===== src/rtl/cesq_pkg.sv =====
package cesq_pkg;

   localparam int unsigned N_STEP = 7;

   // one-hot step bus positions
   localparam int unsigned STP_DC_FLUSH = 0;
   localparam int unsigned STP_DC_OFF   = 1;
   localparam int unsigned STP_IC_OFF   = 2;
   localparam int unsigned STP_IC_INV   = 3;
   localparam int unsigned STP_L2_INV   = 4;
   localparam int unsigned STP_IC_ON    = 5;
   localparam int unsigned STP_DC_ON    = 6;

   typedef enum logic [3:0] {
      ST_IDLE,
      ST_READ,
      ST_WR_PF,
      ST_DECIDE,
      ST_DC_FLUSH,
      ST_DC_OFF,
      ST_IC_OFF,
      ST_IC_INV,
      ST_L2_INV,
      ST_WR_EN,
      ST_IC_ON,
      ST_DC_ON,
      ST_FINISH
   } seq_state_t;

endpackage


===== src/rtl/cesq_feat_shadow.sv =====
module cesq_feat_shadow #(
   parameter int unsigned DATA_W = 32,
   parameter int unsigned PF_BIT = 24,
   parameter int unsigned EN_BIT = 22
) (
   input  logic              clk,
   input  logic              rst_n,
   input  logic              rd_req_i,
   input  logic              rd_ack_i,
   input  logic [DATA_W-1:0] rd_data_i,
   input  logic              wr_req_i,
   input  logic              wr_ack_i,
   input  logic              sel_en_i,
   output logic              en_set_o,
   output logic [DATA_W-1:0] wr_data_o
);

   localparam logic [DATA_W-1:0] PF_MASK = DATA_W'(1) << PF_BIT;
   localparam logic [DATA_W-1:0] EN_MASK = DATA_W'(1) << EN_BIT;

   logic [DATA_W-1:0] shadow_q;

   always_comb begin
      wr_data_o = shadow_q | (sel_en_i ? EN_MASK : PF_MASK);
   end

   always_ff @(posedge clk or negedge rst_n) begin
      if (!rst_n) begin
         shadow_q <= '0;
      end else if (rd_req_i && rd_ack_i) begin
         shadow_q <= rd_data_i;
      end else if (wr_req_i && wr_ack_i) begin
         shadow_q <= wr_data_o;
      end
   end

   assign en_set_o = shadow_q[EN_BIT];

endmodule


===== src/rtl/cesq_l1_memory.sv =====
module cesq_l1_memory #(
   parameter int unsigned N_L1 = 2
) (
   input  logic            clk,
   input  logic            rst_n,
   input  logic            capture_i,
   input  logic [N_L1-1:0] on_i,
   output logic [N_L1-1:0] was_on_o
);

   for (genvar g = 0; g < N_L1; g++) begin : g_flag
      logic flag_q;
      always_ff @(posedge clk or negedge rst_n) begin
         if (!rst_n) begin
            flag_q <= 1'b0;
         end else if (capture_i) begin
            flag_q <= on_i[g];
         end
      end
      assign was_on_o[g] = flag_q;
   end

endmodule


===== src/rtl/cesq_fsm.sv =====
module cesq_fsm
   import cesq_pkg::*;
(
   input  logic              clk,
   input  logic              rst_n,
   input  logic              start_i,
   input  logic              rd_ack_i,
   input  logic              rd_pf_set_i,
   input  logic              wr_ack_i,
   input  logic              en_set_i,
   input  logic              dc_now_i,
   input  logic              ic_now_i,
   input  logic              dc_was_i,
   input  logic              ic_was_i,
   input  logic              step_ack_i,
   output logic              capture_o,
   output logic              rd_req_o,
   output logic              wr_req_o,
   output logic              wr_sel_en_o,
   output logic [N_STEP-1:0] step_req_o,
   output logic              irq_mask_o,
   output logic              done_o
);

   seq_state_t state_q, state_d;

   always_comb begin
      state_d = state_q;
      unique case (state_q)
         ST_IDLE:     if (start_i) state_d = ST_READ;
         ST_READ:     if (rd_ack_i) state_d = rd_pf_set_i ? ST_DECIDE : ST_WR_PF;
         ST_WR_PF:    if (wr_ack_i) state_d = ST_DECIDE;
         ST_DECIDE: begin
            if (en_set_i)      state_d = ST_FINISH;
            else if (dc_now_i) state_d = ST_DC_FLUSH;
            else if (ic_now_i) state_d = ST_IC_OFF;
            else               state_d = ST_L2_INV;
         end
         ST_DC_FLUSH: if (step_ack_i) state_d = ST_DC_OFF;
         ST_DC_OFF:   if (step_ack_i) state_d = ic_was_i ? ST_IC_OFF : ST_L2_INV;
         ST_IC_OFF:   if (step_ack_i) state_d = ST_IC_INV;
         ST_IC_INV:   if (step_ack_i) state_d = ST_L2_INV;
         ST_L2_INV:   if (step_ack_i) state_d = ST_WR_EN;
         ST_WR_EN: begin
            if (wr_ack_i) begin
               if (ic_was_i)      state_d = ST_IC_ON;
               else if (dc_was_i) state_d = ST_DC_ON;
               else               state_d = ST_FINISH;
            end
         end
         ST_IC_ON:    if (step_ack_i) state_d = dc_was_i ? ST_DC_ON : ST_FINISH;
         ST_DC_ON:    if (step_ack_i) state_d = ST_FINISH;
         ST_FINISH:   state_d = ST_IDLE;
         default:     state_d = ST_IDLE;
      endcase
   end

   always_ff @(posedge clk or negedge rst_n) begin
      if (!rst_n) state_q <= ST_IDLE;
      else        state_q <= state_d;
   end

   always_comb begin
      step_req_o = '0;
      unique case (state_q)
         ST_DC_FLUSH: step_req_o[STP_DC_FLUSH] = 1'b1;
         ST_DC_OFF:   step_req_o[STP_DC_OFF]   = 1'b1;
         ST_IC_OFF:   step_req_o[STP_IC_OFF]   = 1'b1;
         ST_IC_INV:   step_req_o[STP_IC_INV]   = 1'b1;
         ST_L2_INV:   step_req_o[STP_L2_INV]   = 1'b1;
         ST_IC_ON:    step_req_o[STP_IC_ON]    = 1'b1;
         ST_DC_ON:    step_req_o[STP_DC_ON]    = 1'b1;
         default:     step_req_o = '0;
      endcase
   end

   assign capture_o   = (state_q == ST_DECIDE);
   assign rd_req_o    = (state_q == ST_READ);
   assign wr_req_o    = (state_q == ST_WR_PF) || (state_q == ST_WR_EN);
   assign wr_sel_en_o = (state_q == ST_WR_EN);
   assign irq_mask_o  = (state_q == ST_DC_FLUSH) || (state_q == ST_DC_OFF);
   assign done_o      = (state_q == ST_FINISH);

endmodule


===== src/rtl/cache_enable_seq.sv =====
module cache_enable_seq #(
   parameter int unsigned DATA_W = 32,
   parameter int unsigned PF_BIT = 24,
   parameter int unsigned EN_BIT = 22
) (
   input  logic                          clk,
   input  logic                          rst_n,
   input  logic                          start_i,
   output logic                          done_o,
   output logic                          irq_mask_o,
   output logic                          reg_rd_req_o,
   input  logic                          reg_rd_ack_i,
   input  logic [DATA_W-1:0]             reg_rd_data_i,
   output logic                          reg_wr_req_o,
   input  logic                          reg_wr_ack_i,
   output logic [DATA_W-1:0]             reg_wr_data_o,
   input  logic                          dc_on_i,
   input  logic                          ic_on_i,
   output logic [cesq_pkg::N_STEP-1:0]   step_req_o,
   input  logic                          step_ack_i
);

   localparam int unsigned N_L1  = 2;
   localparam int unsigned IDX_D = 0;
   localparam int unsigned IDX_I = 1;

   if (PF_BIT >= DATA_W || EN_BIT >= DATA_W) begin : g_bad_bit
      $error("flag bit position outside the register width");
   end
   if (PF_BIT == EN_BIT) begin : g_same_bit
      $error("prefetch and enable flags must differ");
   end

   logic            capture;
   logic            wr_sel_en;
   logic            en_set;
   logic [N_L1-1:0] l1_now;
   logic [N_L1-1:0] l1_was;

   assign l1_now[IDX_D] = dc_on_i;
   assign l1_now[IDX_I] = ic_on_i;

   cesq_feat_shadow #(
      .DATA_W (DATA_W),
      .PF_BIT (PF_BIT),
      .EN_BIT (EN_BIT)
   ) u_shadow (
      .clk       (clk),
      .rst_n     (rst_n),
      .rd_req_i  (reg_rd_req_o),
      .rd_ack_i  (reg_rd_ack_i),
      .rd_data_i (reg_rd_data_i),
      .wr_req_i  (reg_wr_req_o),
      .wr_ack_i  (reg_wr_ack_i),
      .sel_en_i  (wr_sel_en),
      .en_set_o  (en_set),
      .wr_data_o (reg_wr_data_o)
   );

   cesq_l1_memory #(
      .N_L1 (N_L1)
   ) u_l1mem (
      .clk       (clk),
      .rst_n     (rst_n),
      .capture_i (capture),
      .on_i      (l1_now),
      .was_on_o  (l1_was)
   );

   cesq_fsm u_fsm (
      .clk         (clk),
      .rst_n       (rst_n),
      .start_i     (start_i),
      .rd_ack_i    (reg_rd_ack_i),
      .rd_pf_set_i (reg_rd_data_i[PF_BIT]),
      .wr_ack_i    (reg_wr_ack_i),
      .en_set_i    (en_set),
      .dc_now_i    (l1_now[IDX_D]),
      .ic_now_i    (l1_now[IDX_I]),
      .dc_was_i    (l1_was[IDX_D]),
      .ic_was_i    (l1_was[IDX_I]),
      .step_ack_i  (step_ack_i),
      .capture_o   (capture),
      .rd_req_o    (reg_rd_req_o),
      .wr_req_o    (reg_wr_req_o),
      .wr_sel_en_o (wr_sel_en),
      .step_req_o  (step_req_o),
      .irq_mask_o  (irq_mask_o),
      .done_o      (done_o)
   );

endmodule


===== config.mk =====
export PLATFORM = sky130hd
export DESIGN_NAME = cache_enable_seq
export DESIGN_NICKNAME = d
export VERILOG_FILES = /design/src/rtl/cesq_pkg.sv /design/src/rtl/cesq_feat_shadow.sv /design/src/rtl/cesq_l1_memory.sv /design/src/rtl/cesq_fsm.sv /design/src/rtl/cache_enable_seq.sv
export SDC_FILE = /design/constraint.sdc
export NUM_CORES = 1
export LEC_CHECK = 0
export BUFFER_PORTS_ARGS = -buffer_cell sky130_fd_sc_hd__buf_2
export CORE_MARGIN = 2
export CORE_UTILIZATION = 48
export DETAILED_ROUTE_END_ITERATION = 10
export PLACE_DENSITY = 0.92
export SYNTH_ARGS = -nofsm -noshare
export SYNTH_HDL_FRONTEND = slang
export SYNTH_SLANG_ARGS = --single-unit
export TNS_END_PERCENT = 30

===== constraint.sdc =====
create_clock -name clk -period 1.7 [get_ports clk]
set_input_delay 0.34 -clock clk [delete_from_list [all_inputs] [get_ports clk]]
set_output_delay 0.34 -clock clk [all_outputs]
set_load 0.02 [all_outputs]

# After elaboration in Yosys (flattened, before gate mapping)
# Index checks and enable logic that the tools add are counted.
[totals]
ff_bits = 38
in_bits = 40
[op_classes]
n_eq_ne = 23
muxes = 29
bitwise = 1
n_reduce_logical = 7
[ops]
columns = ["operator", "count"]
rows = [
  ["$mux 32", 2],
  ["$mux 4", 16],
  ["$pmux 4 s12", 1],
  ["$or 32x32->32", 1],
  ["$mux 25", 1],
  ["$ne 2x2->1 const B", 11],
  ["$eq 4x4->1 const B", 5],
  ["$eq 4x3->1 const B", 4],
  ["$reduce_and 11->1", 1],
  ["$eq 4x2->1 const B", 2],
  ["$mux 1", 8],
  ["$eq 4x1->1 const B", 1],
  ["$logic_not 4->1", 1],
  ["$mux 3", 1],
  ["$logic_and 1x1->1", 2],
  ["$logic_or 1x1->1", 2],
  ["$reduce_bool 2->1", 1],
]

# Logic depth before layout (Yosys ltp)
[logic_depth]
word_depth = 5
ltp_mapped = 7
ltp_nobuf = 5

# Cells and area by module
# A second synthesis with hierarchy kept.
[hier_totals]
cells_unflattened = 188
hier_area_um2 = 2172.1
[by_module_without_submodules]
columns = ["mod", "instances", "cells_each", "area_each_um2"]
rows = [
  ["cesq_feat_shadow", 1, 104, 1561.5],
  ["cesq_fsm", 1, 78, 523.0],
  ["cesq_l1_memory", 1, 6, 87.6],
]

# Worst setup path after synthesis
# Ideal clock, no wire load.
[synth_path]
kind = "reg-to-reg"
from = "register u_fsm.state_q[3]"
to = "register u_shadow.shadow_q[24]"
setup_ps = 65
t_arrival_ps = 1501
required_time_ps = 1635
setup_slack_ps = 135
stages_incl_launch_ff = 7
n_path_buf = 1
synth_period_minus_slack_ps = 1565
path_cell_list = "dfrtp_1 > buf_2 > or3b_1 > a21oi_2 > nand2_1 > a21oi_1 > o22a_1"
[synth_between]
elab_cells_between_ends = 11
classes_between = "eq/ne: 3; mux: 3; bitwise: 1; reduce/logical: 4"
[synth_rtl]
columns = ["element", "line_no", "rtl"]
rows = [
  ["start: declaration", "cesq_fsm.sv:25", "seq_state_t state_q, state_d;"],
  ["start signal: assignment", "cesq_fsm.sv:60", "else state_q <= state_d;"],
  ["$eq 4x2->1 / $eq 4x4->1 (equally long branches)", "cesq_fsm.sv:79", "assign wr_req_o = (state_q == ST_WR_PF) || (state_q == ST_WR_EN);"],
  ["$logic_or 1x1->1 (*)", "cesq_fsm.sv:79", ""],
  ["net reg_wr_req_o", "cache_enable_seq.sv:14", "output logic reg_wr_req_o,"],
  ["$logic_and 1x1->1 (*)", "cesq_feat_shadow.sv:32", "end else if (wr_req_i && wr_ack_i) begin"],
  ["$reduce_bool 2->1 (no source line) (*)", "--", ""],
  ["end signal: assignment", "cesq_feat_shadow.sv:31", "shadow_q <= rd_data_i;"],
  ["end signal: assignment", "cesq_feat_shadow.sv:33", "shadow_q <= wr_data_o;"],
  ["end: declaration", "cesq_feat_shadow.sv:21", "logic [DATA_W-1:0] shadow_q;"],
]
# Mark *: on every way through the listed nets, which the timed path passes. The rest lies on a longest branch. The select of a mux whose other input is x is not followed.
# A chain may end at the register's enable or synchronous reset.

# Final worst setup path
[layout_path]
from = "register u_fsm.state_q[0]"
to = "output port reg_wr_req_o"
[layout_between]
elab_chain_len = 2
elab_cells_between_ends = 3
classes_between = "eq/ne: 2; reduce/logical: 1"
[layout_rtl]
columns = ["element", "line_no"]
rows = [
  ["$eq 4x2->1 / $eq 4x4->1 (equally long branches)", "cesq_fsm.sv:79"],
  ["$logic_or 1x1->1 (*)", "cesq_fsm.sv:79"],
  ["end: declaration", "cache_enable_seq.sv:14"],
]
# Mark *: on every way between the ends. The rest lies on a longest branch, timed or not.

==> summary.md <==
| Metric | Value |
|---|---|
| Netlist cell types | 36 |
| # fillers | 321 |
| Post-synth EDFFs | 0 |
| Final worst slack | -0.0668 ns |
| Clock Skews | roughly 0.0090 ns |
| CTS tree | yes |
| Syn Nets | 222 |
| Hold Crit Class | input pin to async pin |
| Routed vias/inst | 5.19 |
| H-tree levels | 2 |
| Yosys top cell by area | dfrtp_1 |
| Final hold viol count | 2 |
| Post-synth ARST share | 1.00 |
| Avg WL per Cell | 13.8 um |
| Gpl congestion | between 0.8 and 0.9 |
| DRT antenna net count | 0 |
| CORE AREA | a little over 0.004 mm^2 |
| Vias in the first global route | about 1500 |
| Final WL | 4130 um |
| Max_slew headroom | 0.680 |
| Layout area overhead | 24.9% |
| Overflow after GRT | 0 |
| Clock latency on the worst-skew pair | 0.29 ns |
| Largest family of logic cells by synthesized area | multiplexers |
| # IOs | 83 |
| Post-DP HPWL | between 3000 and 4000 um |
| Initial Util | 0.502 |
| Clock transition at path regs | 0.08 ns |
| Worst EP required | 1.36 ns |
| Max FO, Critical Path | 4 |
| Initial antenna violation count | 0 |
| Synthesized area per cell | about 11 um^2 |
| Synth Area in Compound Gates | 0.0958 |
| Antenna cell count | 0 |
| Post-synthesis sequential area ratio | 0.467 |
| RSZ-0062 raised after global routing | yes |
| Fmax | 566 MHz |
| Mapped Area | just over 0.002 mm^2 |
| Failing checks | negative hold slack, negative setup slack |
| VDD IR-drop max | 1010 uV |
| CP Launch Type | flip-flop |
| Max-cap violations | 0 |
| GRT Total Usage | 0.179 |
| Num rows | 23 |
| Initial DRC count | 114 |
| Worst setup EP type | primary output |
| Root Driver | clkbuf_8 |
| Num CTS Buffers | 5 |
| Delay-heaviest family, CP | flip-flops |
| P per Cell Area | 2050 mW/mm^2 |
| Total power | 0.00523 W |
| Layout Utilization | 0.628 |
| Critical setup path kind | flip-flop to primary output |
| Min Tclk post-route | approximately 1.8 ns |
| Nets@finish | 288 |
| Mux contribution to synthesized area | 0.166 |
| Port bufs | 82 |
| Die Height | 69.2 um |
| Xor/xnor cell area share of the yosys netlist | 0 |
| Max-slew violations | 0 |
| Slowest stage delay, CP | around 0.46 ns |
| Via Count | 1553 |
| Critical path, cell by cell | or3b_4 -> a21oi_4 -> buf_6 |
| WP data arrival | ~1.4 ns |
| Clock Path Buffers | 2 |
| TritonRoute pass-1 iters | 4 |
| Number of synthesized register bits | 38 |
| Clk sinks | 38 |
| Status | complete, but fails checks |
| Cts hold-fix bufs | 0 |
| Synth Flop Type | dfrtp_1 |
| Syn. warnings | 0 |
| Post-Synth Simple-Gate Area | 0.120 |
| Synth top area share | 0.467 |
| Final setup fails | 5 |
| Slowest CP cell | dfrtp_2 |
| Syn Inst Count | between 150 and 200 |
| Final hold slack | -0.00273 ns |
| Die Wd | 69.2 um |
| Ranking of synthesized cells by area | dfrtp_1 47%, mux2_2 17%, buf_4 11% |
| Tightest Pin Transition | 0.481 ns |
| Final Cycle Share | 1.04 |
| Largest net degree at the start of global routing | 35 |
| Layout cells sized above 1 | 0.622 |
| Post-Synth Adder-Cell Area | 0 |
| Bufs and invs on worst path | 1 |
| DRC | 0 |
| Die ar. | 0.00478 mm^2 |
| First-pass GRT wire length | 6940 um |
| P_leak | 1.22 nW |
==> routing by layer <==
layer  up-vias  track usage  routed length, um
li1        737            -                  -
met1       732        0.222               1700
met2        72        0.298               2030
met3        12       0.0526                298
met4         0       0.0588                 98
met5         -            0                  0
==> kinds of logic (layout without fill, tap and decap cells) <==
kind of cell           count (synthesis)  in the layout
flip-flops                            38             38
AO/OA/AOI/OAI                         28             28
buffers and inverters                 44            111
AND/OR/NAND/NOR                       42             42
multiplexers                          30             30
==> synth_stat cells, types with 2 or more instances <==
cell and count:
o2bb2ai_1 3, nor2_1 9, buf_4 31, buf_6 3, nand3_1 2, mux2_2 30, dfrtp_1 38, nand2_1 5
o21ai_0 6, o22a_1 2, inv_1 5, a21oi_1 8, buf_2 5, or4_1 2, nand2b_1 5, nor3_1 8
==> timing repair <==
action | CTS | global route
setup endpoints to repair | 11 | 15
resized for setup | 10 | 15
pin swaps | 2 | 5
setup buffers | 5 | 1
==> metrics by stage <==
step | setup slack (ns) | setup TNS (ns) | cell area, um^2 | std cells | hold WS (ns)
floorplan | 0.135 | 0 | 2040 | 182 | 0.0444
detailed placement | 0.0532 | 0 | 2310 | 285 | 0.328
CTS | -0.121 | -0.196 | 2470 | 298 | 0.0115
global route | -0.111 | -0.713 | 2550 | 299 | 0.0304
global placement | 0.0744 | 0 | 2310 | 285 | 0.320
finish | -0.0668 | -0.150 | 2550 | 299 | -0.00273
==> cell type report <==
| class | count | area [um^2] | share of cell area |
|---|---|---|---|
| well taps | 50 | 62.6 | 0.0246 |
| clock inverters | 2 | 12.5 | 0.00491 |
| multi-input cells | 100 | 843 | 0.331 |
| inverters | 5 | 22.5 | 0.00885 |
| clock buffers | 6 | 82.6 | 0.0324 |
| repair buffers | 98 | 569 | 0.224 |
| flip-flops and latches | 38 | 953 | 0.374 |
==> flip-flops by register name, indices dropped and copies added, names as in the netlist <==
| name | cells |
|---|---|
| u_fsm.state_q | 4 |
| u_l1mem.g_flag.flag_q | 2 |
| u_shadow.shadow_q | 32 |
==> where the power goes <==
part	switching [W]	internal (W)
Sequential	0.000250	0.00137
Clock	0.000315	0.000326
Combinational	0.00164	0.00134
==> placed cells by master, fill, tap and decap left out, types with 2 or more instances in the layout <==
cell        count
a21oi_1         8
buf_2          76
buf_4          18
buf_6           3
clkbuf_8        6
clkinvlp_4      2
dfrtp_1        36
dfrtp_2         2
inv_1           4
mux2_2         30
nand2_1         4
nand2_2         2
nand2b_1        3
nand2b_4        2
nor2_1          8
nor3_1          6
nor3_2          2
o21ai_0         6
o22a_1          2
o2bb2ai_1       2
or4_1           2
==> path summary, 6_finish.rpt <==
check	to	from	cells past startpoint	slack, ns
worst max-delay path	reg_wr_req_o	u_fsm.state_q[0]$_DFFE_PN0P_	3	-0.07
worst min-delay path	u_fsm.state_q[1]$_DFFE_PN0P_	rst_n	1	-0.003
worst max register to register	u_fsm.state_q[0]$_DFFE_PN0P_	u_fsm.state_q[0]$_DFFE_PN0P_	7	-0.03
worst min register to register	u_shadow.shadow_q[14]$_DFFE_PN0P_	u_shadow.shadow_q[14]$_DFFE_PN0P_	1	0.50
max in group asynchronous	u_fsm.state_q[3]$_DFFE_PN0P_	rst_n	2	1.22
min in group clk	u_fsm.state_q[2]$_DFFE_PN0P_	step_ack_i	2	0.25
Note: power is estimated with default switching activity, not from simulation.
